File: config.mk
export PLATFORM = sky130hd
export DESIGN_NAME = irq_stat_ctrl
export DESIGN_NICKNAME = d
export VERILOG_FILES = /design/src/rtl/irq_stat_pkg.sv /design/src/rtl/stat_capture.sv /design/src/rtl/reg_port.sv /design/src/rtl/irq_gen.sv /design/src/rtl/irq_stat_ctrl.sv
export SDC_FILE = /design/constraint.sdc
export NUM_CORES = 1
export LEC_CHECK = 0
export BUFFER_PORTS_ARGS = -buffer_cell sky130_fd_sc_hd__buf_2
export CORE_MARGIN = 2
export CORE_UTILIZATION = 55
export CTS_CLUSTER_SIZE = 20
export DETAILED_ROUTE_END_ITERATION = 7
export PLACE_DENSITY = 0.87
export SETUP_SLACK_MARGIN = 0.1
export SKIP_CTS_REPAIR_TIMING = 1
export SYNTH_ARGS = -nofsm -noshare
export SYNTH_HDL_FRONTEND = slang
export SYNTH_SLANG_ARGS = --single-unit
File: constraint.sdc
create_clock -name clk -period 1.6 [get_ports clk]
set_clock_uncertainty 0.2 [all_clocks]
set_input_delay 0.16 -clock clk [delete_from_list [all_inputs] [get_ports clk]]
set_output_delay 0.16 -clock clk [all_outputs]
set_load 0.03 [all_outputs]
File: src/rtl/irq_stat_pkg.sv
// Package: shared constants for the read-to-clear interrupt status controller.
// Assumes an 8-bit register bus with a 2-bit address.
package irq_stat_pkg;
    localparam int REG_W  = 8;
    localparam int ADDR_W = 2;

    // Register address map
    localparam logic [ADDR_W-1:0] ADR_STAT_A = 2'd0;
    localparam logic [ADDR_W-1:0] ADR_STAT_B = 2'd1;
    localparam logic [ADDR_W-1:0] ADR_MASK_A = 2'd2;
    localparam logic [ADDR_W-1:0] ADR_MASK_B = 2'd3;

    // Implemented bits and sticky bits for each status register
    localparam logic [REG_W-1:0] A_VALID  = 8'h3F;
    localparam logic [REG_W-1:0] A_STICKY = 8'h00;
    localparam logic [REG_W-1:0] B_VALID  = 8'h9F;
    localparam logic [REG_W-1:0] B_STICKY = 8'h80;
endpackage

File: src/rtl/stat_capture.sv
// Module: one status register with a shadow capture.
// Events set status bits. While a read is open, clearable events go into the
// shadow, and the shadow merges into the status register on the strobe-fall edge.
// Sticky bits bypass the shadow and ignore the read clear.
// Assumes rd_start and rd_end are single-cycle and never arrive together.
module stat_capture #(
    parameter int               W      = 8,
    parameter logic [W-1:0]     VALID  = '1,
    parameter logic [W-1:0]     STICKY = '0
) (
    input  logic         clk,
    input  logic         rst_n,
    input  logic         soft_rst,
    input  logic [W-1:0] ev,
    input  logic         rd_start,
    input  logic         rd_end,
    output logic [W-1:0] stat_q,
    output logic         busy_q
);
    localparam logic [W-1:0] CLR_BITS = VALID & ~STICKY;

    logic [W-1:0] ev_v;
    logic [W-1:0] shadow_q;

    // Keep only the implemented bit positions of the incoming pulses
    always_comb ev_v = ev & VALID;

    // Status, shadow and busy-flag update
    always_ff @(posedge clk) begin
        if (!rst_n || soft_rst) begin
            stat_q   <= '0;
            shadow_q <= '0;
            busy_q   <= 1'b0;
        end else if (rd_start) begin
            stat_q   <= (stat_q | ev_v) & STICKY;
            shadow_q <= shadow_q | (ev_v & CLR_BITS);
            busy_q   <= 1'b1;
        end else if (busy_q && rd_end) begin
            stat_q   <= stat_q | shadow_q | ev_v;
            shadow_q <= '0;
            busy_q   <= 1'b0;
        end else if (busy_q) begin
            stat_q   <= stat_q | (ev_v & STICKY);
            shadow_q <= shadow_q | (ev_v & CLR_BITS);
        end else begin
            stat_q   <= stat_q | ev_v;
        end
    end


    r1_read_clear_chk: assert property (@(posedge clk) disable iff (!rst_n)
        (rd_start && !soft_rst) |=> ((stat_q & CLR_BITS) == '0));


    r2_shadow_merge_chk: assert property (@(posedge clk) disable iff (!rst_n)
        (busy_q && rd_end && !soft_rst) |=> ((stat_q & $past(shadow_q)) == $past(shadow_q)));


    r8_sticky_hold_chk: assert property (@(posedge clk) disable iff (!rst_n)
        (!soft_rst) |=> ((stat_q & $past(stat_q) & STICKY) == ($past(stat_q) & STICKY)));
endmodule

File: src/rtl/reg_port.sv
// Module: host register port.
// Finds the strobe edges, latches read data on the strobe rise, holds the two
// mask registers and raises the start pulse for the addressed status register.
// Assumes addr holds steady while rd_strb is high.
module reg_port
    import irq_stat_pkg::*;
(
    input  logic              clk,
    input  logic              rst_n,
    input  logic [ADDR_W-1:0] addr,
    input  logic              rd_strb,
    input  logic              wr_en,
    input  logic [REG_W-1:0]  wr_data,
    input  logic [REG_W-1:0]  stat_a,
    input  logic [REG_W-1:0]  stat_b,
    output logic [REG_W-1:0]  rd_data,
    output logic [REG_W-1:0]  mask_a,
    output logic [REG_W-1:0]  mask_b,
    output logic              start_a,
    output logic              start_b,
    output logic              rd_end
);
    logic rd_q;
    logic rd_rise;

    // Strobe delay for edge detection
    always_ff @(posedge clk) begin
        if (!rst_n) rd_q <= 1'b0;
        else        rd_q <= rd_strb;
    end

    // Edge pulses and per-register read starts
    always_comb begin
        rd_rise = rd_strb & ~rd_q;
        rd_end  = ~rd_strb & rd_q;
        start_a = rd_rise && (addr == ADR_STAT_A);
        start_b = rd_rise && (addr == ADR_STAT_B);
    end

    // Read data latched at the strobe rise
    always_ff @(posedge clk) begin
        if (!rst_n) begin
            rd_data <= '0;
        end else if (rd_rise) begin
            case (addr)
                ADR_STAT_A: rd_data <= stat_a;
                ADR_STAT_B: rd_data <= stat_b;
                ADR_MASK_A: rd_data <= mask_a;
                default:    rd_data <= mask_b;
            endcase
        end
    end

    // Mask registers, written only at their own addresses
    always_ff @(posedge clk) begin
        if (!rst_n) begin
            mask_a <= '0;
            mask_b <= '0;
        end else if (wr_en) begin
            if (addr == ADR_MASK_A) mask_a <= wr_data;
            if (addr == ADR_MASK_B) mask_b <= wr_data;
        end
    end


    r10_mask_a_stable_chk: assert property (@(posedge clk) disable iff (!rst_n)
        !(wr_en && addr == ADR_MASK_A) |=> $stable(mask_a));


    r10_mask_b_stable_chk: assert property (@(posedge clk) disable iff (!rst_n)
        !(wr_en && addr == ADR_MASK_B) |=> $stable(mask_b));
endmodule

File: src/rtl/irq_gen.sv
// Module: interrupt request output.
// The request is high when any set status bit is enabled by its mask and no
// status read is open. Purely combinational from registered state.
module irq_gen
    import irq_stat_pkg::*;
(
    input  logic [REG_W-1:0] stat_a,
    input  logic [REG_W-1:0] stat_b,
    input  logic [REG_W-1:0] mask_a,
    input  logic [REG_W-1:0] mask_b,
    input  logic             busy_a,
    input  logic             busy_b,
    output logic             irq
);
    logic pend;

    // Masked pending reduction, suppressed during any status read
    always_comb begin
        pend = |((stat_a & mask_a) | (stat_b & mask_b));
        irq  = pend && !(busy_a || busy_b);
    end
endmodule

File: src/rtl/irq_stat_ctrl.sv
// Module: top of the read-to-clear interrupt status controller.
// Wires the register port, two status captures and the request output.
// Assumes event inputs are single-cycle pulses synchronous to clk.
module irq_stat_ctrl
    import irq_stat_pkg::*;
(
    input  logic              clk,
    input  logic              rst_n,
    input  logic              soft_rst,
    input  logic [ADDR_W-1:0] addr,
    input  logic              rd_strb,
    input  logic              wr_en,
    input  logic [REG_W-1:0]  wr_data,
    output logic [REG_W-1:0]  rd_data,
    input  logic [5:0]        ev_frame,
    input  logic [4:0]        ev_misc,
    input  logic              ev_fatal,
    output logic              irq
);
    logic [REG_W-1:0] stat_a, stat_b, mask_a, mask_b;
    logic [REG_W-1:0] ev_a, ev_b;
    logic             start_a, start_b, rd_end, busy_a, busy_b;

    // Place the event pulses at their register bit positions
    always_comb begin
        ev_a = {2'b00, ev_frame};
        ev_b = {ev_fatal, 2'b00, ev_misc};
    end

    reg_port u_port (
        .clk(clk), .rst_n(rst_n), .addr(addr), .rd_strb(rd_strb),
        .wr_en(wr_en), .wr_data(wr_data), .stat_a(stat_a), .stat_b(stat_b),
        .rd_data(rd_data), .mask_a(mask_a), .mask_b(mask_b),
        .start_a(start_a), .start_b(start_b), .rd_end(rd_end)
    );

    stat_capture #(.W(REG_W), .VALID(A_VALID), .STICKY(A_STICKY)) u_cap_a (
        .clk(clk), .rst_n(rst_n), .soft_rst(soft_rst), .ev(ev_a),
        .rd_start(start_a), .rd_end(rd_end), .stat_q(stat_a), .busy_q(busy_a)
    );

    stat_capture #(.W(REG_W), .VALID(B_VALID), .STICKY(B_STICKY)) u_cap_b (
        .clk(clk), .rst_n(rst_n), .soft_rst(soft_rst), .ev(ev_b),
        .rd_start(start_b), .rd_end(rd_end), .stat_q(stat_b), .busy_q(busy_b)
    );

    irq_gen u_irq (
        .stat_a(stat_a), .stat_b(stat_b), .mask_a(mask_a), .mask_b(mask_b),
        .busy_a(busy_a), .busy_b(busy_b), .irq(irq)
    );


    r4_quiet_in_read_chk: assert property (@(posedge clk) disable iff (!rst_n)
        (busy_a || busy_b) |-> !irq);


    r5_reassert_chk: assert property (@(posedge clk) disable iff (!rst_n)
        ($fell(busy_a || busy_b) && |((stat_a & mask_a) | (stat_b & mask_b))) |-> irq);


    r7_unused_zero_chk: assert property (@(posedge clk) disable iff (!rst_n)
        start_b |=> (rd_data[6:5] == 2'b00));
endmodule

# Word-level counts from Yosys, hierarchy flattened
# Index checks and enable logic that the tools add are counted.
[op_classes] eq_ne=4 n_mux=16 n_bitwise=16 n_reduce_logical=19
[ops] op="$mux 8" n=11
[ops] op="$or 8x8->8" n=6
[ops] op="$or 8x6->8" n=3
[ops] op="$pmux 8 s3" n=1
[ops] op="$and 8x8->8" n=2
[ops] op="$or 8x5->8" n=1
[ops] op="$reduce_or 8->1" n=1
[ops] op="$reduce_bool 3->1" n=2
[ops] op="$logic_and 1x1->1" n=5
[ops] op="$eq 2x2->1 const B" n=2
[ops] op="$mux 1" n=4
[ops] op="$reduce_and 2->1" n=2
[ops] op="$reduce_bool 2->1" n=2
[ops] op="$reduce_or 2->1" n=2
[ops] op="$and 1x1->1" n=2
[ops] op="$eq 2x1->1 const B" n=1
[ops] op="$logic_not 1->1" n=2
[ops] op="$logic_not 2->1" n=1
[ops] op="$logic_or 1x1->1" n=2
[ops] op="$ne 2x2->1 const B" n=1
[ops] op="$not 1->1" n=2
[totals] register_bits=59 output_inout_bits=9 word_cells=66

# Logic depth before layout (Yosys ltp)
[depth] depth_word=5 mapped_depth=5

# Hierarchy
# From an unflattened synthesis, not the netlist that was laid out.
[hier_totals] cells_unflattened=233 hier_area_um2=2284.7
[modules_own_cells] mod="reg_port" instances=1 cells_per_inst=106 area_per_inst_um2=1142.3 seq_area_each_um2=500.5
[modules_own_cells] mod="stat_capture (u_cap_a)" instances=1 cells_per_inst=62 area_per_inst_um2=554.3 seq_area_each_um2=260.2
[modules_own_cells] mod="stat_capture (u_cap_b)" instances=1 cells_per_inst=54 area_per_inst_um2=495.5 seq_area_each_um2=240.2
[modules_own_cells] mod="irq_gen" instances=1 cells_per_inst=10 area_per_inst_um2=88.8 seq_area_each_um2=0.0
[modules_own_cells] mod="irq_stat_ctrl" instances=1 cells_per_inst=1 area_per_inst_um2=3.8 seq_area_each_um2=0.0

# Worst setup path after synthesis
# No wires, ideal clock.
[synth_timing] path_type="register to output" startpoint="register u_cap_b.stat_q[2]" endpoint="output irq" arrival_time_ps=1415 setup_slack_ps=-175 path_stages_with_launch=5 n_path_buf=0 cell_sequence="dfxtp_1 > a22o_1 > a221oi_1 > and3_1 > a311oi_1"
[synth_via] elab_chain_len=4
[synth_lines] element="from (decl)" line="stat_capture.sv:17" rtl="output logic [W-1:0] stat_q,"
[synth_lines] element="from (signal assigned)" line="stat_capture.sv:35" rtl="stat_q <= (stat_q | ev_v) & STICKY;"
[synth_lines] element="from (signal assigned)" line="stat_capture.sv:39" rtl="stat_q <= stat_q | shadow_q | ev_v;"
[synth_lines] element="from (signal assigned)" line="stat_capture.sv:43" rtl="stat_q <= stat_q | (ev_v & STICKY);"
[synth_lines] element="$and 8x8->8" line="irq_gen.sv:19" rtl="pend = |((stat_a & mask_a) | (stat_b & mask_b));"
[synth_lines] element="$or 8x8->8" line="irq_gen.sv:19"
[synth_lines] element="$reduce_or 8->1" line="irq_gen.sv:19"
[synth_lines] element="$logic_and 1x1->1" line="irq_gen.sv:20" rtl="irq = pend && !(busy_a || busy_b);"
[synth_lines] element="to (decl)" line="irq_stat_ctrl.sv:18" rtl="output logic irq"
# Every way passes these cells.

# Worst setup path in the final report
# Same ends and word-level chain as after synthesis.

==> metrics.yaml <==
power_and_ir_drop:
  p_leak_nw: 1.15
  finalPower_mw: 2.30
  powerDensity_nw_per_um2: 862
  vdd_drop_max_uv: 871
detailed_routing:
  drt_iter0_markers: 119
  vias: 1729
  vias_per_cell: 5.40
  firstDrtPassIters: 4
  wl_per_cell_um: 14.9
  antenna_left: 0
  drc: 0
  wl_um: 4780
die:
  start_util_pct: 57.4
  core_area_um2: 3660
  die_y_um: 65.8
  die_x_um: 65.8
  core.rowCount: 22
  ioPinCount: 36
  dieArea_um2: 4330
run:
  maxCapViolations: 0
synth:
  synth.ff_latch_count: 50
  synth_cell_type_count: 34
  syn_avg_cell_area_um2: 9.92
  synthCells: 212
  yosysWarningCount: 0
  synthTopCellsByCount: "dfxtp_1 (50), nor2_1 (25), a21oi_1 (23)"
  synth_nets: 239
  ys_seq_area_share_pct: 47.6
  syn_area_um2: 2100
  synth_top_cell_by_area: "dfxtp_1"
  synthArstFlopShare_pct: 0
  synthFlopType: "dfxtp_1"
  synth_edf_count: 0
  ys_top_cells_by_area: "dfxtp_1 (48%), mux2i_1 (7.6%), a21oi_1 (5.5%), mux4_2 (5.4%), nor2b_1 (5.4%)"
  synth_most_common_cell: "dfxtp_1"
  netlist.area_leader.share_pct: 47.6
sta:
  slew_headroom_pct: 73.5
  hold_viol: 0
  setup_viol: 1
  fin_ws_ps: -292
  drv_slew: 0
  tns_ps: -292
  finalCritPeriodShare_pct: 118
  rsz0062_at_grt: "yes"
  worst_pin_slew_ps: 398
  period_needed_ps: 1890
  max_freq_mhz: 528
worst_setup_path:
  cp.arrival_ps: 1530
  path_max_fanout: 2
  start_kind: "register"
  crit_path_end_kind: "output pin"
  critPathKind: "reg2out"
  cp.required_ps: 1240
layout:
  finalNetCount: 299
  diodes: 0
  fin_cells: 320
  syn_to_final_growth_pct: 27.0
  drive_above_1_share_pct: 24.3
cts:
  htreeDepth: 2
  clkSlewWorstSetupHoldPaths_ps: 80
  cts.sinks: 50
  cts_buffers: 5
  cts_buffer_depth: 2
  cts_tree: "done"
  insertion_delay_ps: 300
  cts_root_buffer: "clkbuf_8"
hold_path:
  worstHoldPathType: "in2reg"
placement:
  place_ws_ps: -22.7
  place_inst: 292
  port_buffers: 35
  place_hpwl_um: 3310
  gp_congestion: 0.902
global_routing:
  grt_pass1_wl_um: 7260
  grt_overflow: 0
  antenna_found_initial: 0
  track_usage_pct: 22.7
  grt_max_degree: 31
  grt_pass1_vias: 1578
outcome:
  violations: "setup timing"
  status: "complete, but fails checks"
cell type report:
class,count,area [µm²]
fillers,269,992
repair buffers,64,468
well taps,48,60.1
flip-flops and latches,50,1000
multi-input cells,151,1060
clock buffers,7,76.3
cells by family (layout without fill, tap and decap cells):
| group | Yosys count | count (layout) | synth area share (%) |
|---|---|---|---|
| compound gates | 57 | 57 | 17.4 |
| flops | 50 | 50 | 47.6 |
| mux | 24 | 24 | 14.6 |
| simple gates | 70 | 70 | 17.1 |
| buf+inv | 11 | 71 | 3.21 |
sequential cells by signal (all words and copies together) (netlist names):
| name | cells |
|---|---|
| u_port.rd_data | 8 |
| u_cap_b.shadow_q | 5 |
| u_cap_a.shadow_q | 6 |
| u_port.mask_a | 8 |
| u_cap_b.busy_q | 1 |
| u_cap_a.busy_q | 1 |
| u_cap_b.stat_q | 6 |
| u_cap_a.stat_q | 6 |
| u_port.mask_b | 8 |
| u_port.rd_q | 1 |
power breakdown:
group / switching (mW) / internal, mW
clock: 0.366 / 0.301
sequential: 0.0330 / 1.29
combinational: 0.151 / 0.164
total: 0.550 / 1.75
path summary, 6_finish.rpt:
check | depth (start not counted) | slack, ps | endpoint | from
worst min-delay path | 4 | 120 | u_port.rd_data[5] | addr[1]
worst max register to register | 4 | 160 | u_cap_a.stat_q[4] | u_port.rd_q
worst min register to register | 2 | 250 | u_port.rd_data[2] | u_port.rd_data[2]
worst max-delay path | 5 | -290 | irq | u_cap_b.stat_q[2]
per-layer routing:
metal	vias up	share of wire (%)	track usage [%]
met4	0	1.3	10.2
met1	798	41	27.8
met2	60	52	38.1
li1	866	-	-
met3	5	5.7	4.77
met5	-	0	0
critical path, stage by stage (launching register included):
cell and delay, ps:
dfxtp_2 330, a22o_1 230, a221oi_2 200, and3_4 230, a311oi_4 90, buf_6 160
cell usage in the layout, fill, tap and decap left out, types with 3 or more instances in the layout:
cell,netlist,final
a22oi_1,4,4
mux2_2,3,3
dlygate4sd3_1,0,21
nand2_1,9,9
nand3_1,6,6
o21a_1,11,11
and2_1,3,3
mux4_2,5,5
nand2b_1,3,3
buf_2,3,34
clkbuf_8,0,5
o21ai_1,5,5
buf_4,2,6
a21o_1,3,3
mux2i_1,16,16
nor2_1,25,25
nor2b_1,18,18
dfxtp_1,50,49
a21oi_1,23,23
stage by stage:
| step | hold slack (ps) | instance area, µm² | utilization [%] |
|---|---|---|---|
| 6_report | 122 | 2670 | 72.9 |
| 5_1_grt | 172 | 2670 | 72.9 |
| 4_1_cts | -106 | 2440 | 66.5 |
| 3_5_place_dp | 209 | 2360 | 64.5 |
| 3_3_place_gp | 175 | 2360 | 64.5 |
| 2_1_floorplan | 75.8 | 2120 | - |
(Power assumes the default switching activity.)
